`config.mk`:
```
export PLATFORM = sky130hd
export DESIGN_NAME = spi_ctl
export DESIGN_NICKNAME = d
export VERILOG_FILES = /design/src/rtl/spi_ctl.sv
export SDC_FILE = /design/constraint.sdc
export NUM_CORES = 1
export LEC_CHECK = 0
export BUFFER_PORTS_ARGS = -buffer_cell sky130_fd_sc_hd__buf_2
export CAP_MARGIN = 15
export CORE_MARGIN = 2
export CORE_UTILIZATION = 25
export DETAILED_ROUTE_END_ITERATION = 8
export PLACE_DENSITY = 0.45
export SLEW_MARGIN = 20
export SYNTH_ARGS = -nofsm -noshare
export SYNTH_HDL_FRONTEND = slang
export SYNTH_SLANG_ARGS = --single-unit
```
`constraint.sdc`:
```
create_clock -name clk -period 5.2 [get_ports clk]
set_clock_uncertainty 0.2 [all_clocks]
set_input_delay 1.04 -clock clk [delete_from_list [all_inputs] [get_ports clk]]
set_output_delay 1.04 -clock clk [all_outputs]
set_load 0.05 [all_outputs]
```
`src/rtl/spi_ctl.sv`:
```
module spi_ctl #(
  parameter int DW = 8
) (
  input  logic          clk,
  input  logic          rst_n,
  input  logic          sel,
  input  logic          wr,
  input  logic [1:0]    addr,
  input  logic [DW-1:0] wdata,
  output logic [DW-1:0] rdata,
  input  logic          ss_n,
  input  logic          miso,
  output logic          sck_o,
  output logic          sck_oe,
  output logic          mosi_o,
  output logic          mosi_oe,
  output logic          irq
);
  localparam int NEDGE = 2 * DW;
  localparam int EW    = $clog2(NEDGE);
  localparam int CW    = 5;

  logic [DW-1:0] ctrl_q, tx, rx, rxbuf;
  logic [CW-1:0] cnt, half_m1;
  logic [EW-1:0] ecount;
  logic          busy, sck_r;
  logic          st_done, st_wcol, st_mf;
  logic          arm_d, arm_w, arm_m;

  wire en     = ctrl_q[0];
  wire ie     = ctrl_q[1];
  wire master = ctrl_q[2];
  wire cpol   = ctrl_q[3];
  wire cpha   = ctrl_q[4];
  wire od     = ctrl_q[5];
  wire [1:0] rate = ctrl_q[7:6];

  always_comb begin
    case (rate)
      2'd0:    half_m1 = CW'(0);
      2'd1:    half_m1 = CW'(1);
      2'd2:    half_m1 = CW'(7);
      default: half_m1 = CW'(15);
    endcase
  end

  wire ctrl_wr  = sel & wr & (addr == 2'd0);
  wire stat_rd  = sel & ~wr & (addr == 2'd1);
  wire data_acc = sel & (addr == 2'd2);
  wire data_wr  = data_acc & wr;

  wire act     = en & master;
  wire fault   = act & ~ss_n;
  wire keep    = act & ~fault & ~(ctrl_wr & ~(wdata[0] & wdata[2]));
  wire tick    = (cnt == half_m1);
  wire step    = busy & keep & tick;
  wire finish  = step & (ecount == EW'(NEDGE - 1));
  wire start   = data_wr & ~busy & act & ~fault;
  wire collide = data_wr & busy;
  wire samp_e  = (ecount[0] == cpha);
  wire shift_e = cpha ? (~ecount[0] & (ecount != '0)) : ecount[0];

  always_ff @(posedge clk or negedge rst_n) begin
    if (!rst_n) begin
      ctrl_q <= '0;
      busy   <= 1'b0;
      cnt    <= '0;
      ecount <= '0;
      sck_r  <= 1'b0;
      tx     <= '0;
      rx     <= '0;
      rxbuf  <= '0;
    end else begin
      if (fault) begin
        ctrl_q[0] <= 1'b0;
        ctrl_q[2] <= 1'b0;
      end else if (ctrl_wr) begin
        ctrl_q <= wdata;
      end

      if (start) busy <= 1'b1;
      else if (!keep || finish) busy <= 1'b0;

      if (start) begin
        tx     <= wdata;
        cnt    <= '0;
        ecount <= '0;
        sck_r  <= cpol;
      end else if (busy) begin
        if (tick) begin
          cnt    <= '0;
          ecount <= ecount + 1'b1;
          sck_r  <= ~sck_r;
          if (samp_e)  rx <= {rx[DW-2:0], miso};
          if (shift_e) tx <= {tx[DW-2:0], 1'b0};
        end else begin
          cnt <= cnt + 1'b1;
        end
      end

      if (finish) rxbuf <= cpha ? {rx[DW-2:0], miso} : rx;
    end
  end

  always_ff @(posedge clk or negedge rst_n) begin
    if (!rst_n) begin
      st_done <= 1'b0;
      st_wcol <= 1'b0;
      st_mf   <= 1'b0;
      arm_d   <= 1'b0;
      arm_w   <= 1'b0;
      arm_m   <= 1'b0;
    end else begin
      if (finish) st_done <= 1'b1;
      else if (data_acc && arm_d) st_done <= 1'b0;

      if (collide) st_wcol <= 1'b1;
      else if (data_acc && arm_w) st_wcol <= 1'b0;

      if (fault) st_mf <= 1'b1;
      else if (ctrl_wr && arm_m) st_mf <= 1'b0;

      if (stat_rd) begin
        arm_d <= st_done;
        arm_w <= st_wcol;
      end else if (data_acc) begin
        arm_d <= 1'b0;
        arm_w <= 1'b0;
      end

      if (stat_rd) arm_m <= st_mf;
      else if (ctrl_wr) arm_m <= 1'b0;
    end
  end

  always_comb begin
    case (addr)
      2'd0:    rdata = ctrl_q;
      2'd1:    rdata = DW'({st_mf, st_wcol, st_done});
      2'd2:    rdata = rxbuf;
      default: rdata = '0;
    endcase
  end

  assign sck_o   = busy ? sck_r : cpol;
  assign mosi_o  = tx[DW-1];
  assign sck_oe  = act & (~od | ~sck_o);
  assign mosi_oe = act & (~od | ~mosi_o);
  assign irq     = ie & (st_done | st_mf);
endmodule

```
==> reports/results.ini <==
[outcome]
outcome=complete, no violations

[clock_network]
path_clk_slew_ns=0.09
cts_max_level=2
clockBufferDepth=2
ctsHoldBuffers=0
cts_num_sinks=49
cts-buffers-inserted=5
clk_root_buffer_cell=clkbuf_8
cts_setup_buffers=0
cts_resized=0
cts_tree=done
clk-insertion-delay-late_ns=0.31

[sta]
min_period_ns=3.254
fmax_mhz=307.3
finalSetupTns_ns=0
final-setup-viol-count=0
setup_slack_ns=1.946
timing.final.hold_violations=0
worst_pin_slew_ns=0.8398
slew_headroom_pct=43.25
fin_crit_sh_pct=62.58
rsz0062_at_grt=false
final_max_slew_viol_count=0

[synth]
synthFlopType=dfrtp_1
synthArstFlopShare_pct=100.0
synth_cell_type_count=46
syn-cell-area_um2=2580
yosysWarnings=0
syn_avg_cell_area_um2=10.79
synthCells=239
ys_ff_latch=49
seq_area_frac_synth_pct=47.53
synth-edff-count=0
synthesis.nets=258

[power]
leakage_uw=0.001366
ir_drop_v=0.0001225
p_total_uw=1133
powerDensity_nw_per_um2=384.6

[detailed_routing]
firstDrtPassIters=4
drc=0
drt-wirelength-per-cell_um=15.24
wl_mm=6.064
num_vias=1872
drt_first_iter_violations=65
viasPerCell=4.704
ant_nets=0

[worst_setup_path]
worst-path-buf-inv=2
critical_path.top_delay_family=buffers and inverters
critical-path-max-stage-delay_ns=0.32
worst_r2r_path_depth=5
worstSetupPathType=in2out
critPathSlowestCell=buf_2
worst-path-max-fanout=17
path_depth=4
crit_arrival_ns=2.01
endpoint_kind=output pin
startpoint_type=input port
critical_path.most_common_cell=buf_2
worstPathRequired_ns=3.96
timing.critical_path.cells=buf_2 > mux2i_1 > o21ai_0 > buf_2

[global_routing]
grt_pass1_vias=1904
grt_max_degree=50
grt_usage_pct=11.70
antenna_found_initial=0
grt_overflow=0
grt_pass1_wl_mm=10.22

[hold_path]
whs_path_depth=1
hp-class=reg2reg

[placed_design]
dpl_cell_area_um2=2823
dp_slack_ns=1.735
place.gp.congestion=0.6942
dpl.hpwl_mm=4.245
port_buffers=28

[die]
dieHeight_um=105.6
die_w_um=105.6
ios=29
start_util_pct=25.33
die_area_um2=11150
row_count=37
core-area_um2=10180

[job]
cap_violations=0

[final_layout]
nets=280
drive_above_1_share_pct=25.57
num-fill-cells=1088
seqCellArea_um2=1226
areaGrowthSynthToFinish_pct=14.16
multi_input_area_um2=1259
num_antenna_cells=0
final_area_um2=2945

[cell usage after synthesis (all sizes together), types with 3 or more instances]
master	instances	share of area, %
o221a	7	3.1
or3	3	0.92
nand3	4	0.78
clkbuf	4	0.58
xor2	3	1.0
nor2b	7	1.7
mux2	15	6.5
nand2	22	3.2
nand3b	8	2.3
and3b	3	1.0
mux2i	19	7.4
a21oi	12	2.3
a21boi	4	1.3
buf	10	2.3
a31oi	9	2.2
dfrtp	49	48
o21ai	15	2.9
nor2	14	2.3
ha	3	1.5
inv	6	0.87
[power by group]
| group | switching, µW | internal [µW] | total (µW) |
|---|---|---|---|
| clock network | 139 | 157 | 296 |
| logic | 184 | 123 | 307 |
| registers | 83.7 | 446 | 529 |
[registers in the layout (all words and copies together), names as in the netlist]
register / flops
ctrl_q: 8
rx: 8
rxbuf: 8
tx: 8
cnt: 5
ecount: 4
arm_d: 1
arm_m: 1
arm_w: 1
busy: 1
sck_r: 1
st_done: 1
st_mf: 1
st_wcol: 1
[worst reg2reg max path: stages (launching register included)]
cell and delay [ns]:
dfrtp_1 0.43, or3_4 0.40, a211oi_4 0.25, o211a_1 0.77, a21boi_1 0.13, mux2_2 0.30
[final cells by class]
type,instances,share of cell area (%)
Tap cell,136,5.777
Multi-Input combinational cell,170,42.74
Clock inverter,2,1.274
Inverter,6,0.7647
Clock buffer,6,2.804
Timing Repair Buffer,29,5.013
Sequential cell,49,41.63
[kinds of logic after synthesis]
| group | share of synthesized area [%] |
|---|---|
| AOI/OAI and AO/OA | 17.51 |
| xor gates and xnor gates | 1.358 |
| adders and majority gates | 1.455 |
| buffers and inverters | 3.782 |
| DFF | 47.53 |
| muxes | 13.92 |
| and+or+nand+nor | 14.45 |
[through the flow]
stage / cells / utilization (%) / hold WS (ns)
floorplan: 239 / - / 0.2611
global placement: 390 / 27.72 / 0.2889
detailed placement: 390 / 27.72 / 0.2951
CTS: 398 / 28.89 / 0.3181
global route: 398 / 28.92 / 0.3542
finish: 398 / 28.92 / 0.3123
[per-layer routing]
metal  part of all wire (%)  GRT usage, %
met1                     50         16.04
met2                     46         18.48
met3                    2.9         2.721
met4                    1.4         3.289
met5                      0             0
[cell usage in the layout (no fill, tap or decap), types with 2 or more instances in the layout]
cell type	count
a21boi_1	3
a22o_1	2
ha_1	3
o221a_2	7
xor2_1	3
clkbuf_8	6
a21oi_1	12
nand3_1	4
dfrtp_1	49
and3b_1	3
buf_2	28
mux2_2	15
nand2_1	22
a21o_1	2
a31oi_1	9
o21ai_0	14
nor2b_1	6
nor2_1	13
nor4bb_1	2
nand3b_1	8
mux2i_1	19
or3_1	2
inv_1	6
[path summary, 6_finish.rpt]
check	to	start	slack [ns]
max in group asynchronous	rxbuf[5]	rst_n	3.74
max reg2reg	tx[0]	cnt[2]	2.62
max	rdata[2]	addr[1]	1.95
min reg2reg	rx[7]	rx[7]	0.31
min in group asynchronous	cnt[3]	rst_n	0.63
min	rx[7]	rx[7]	0.31
No activity file was read; power rests on OpenSTA's default activity.
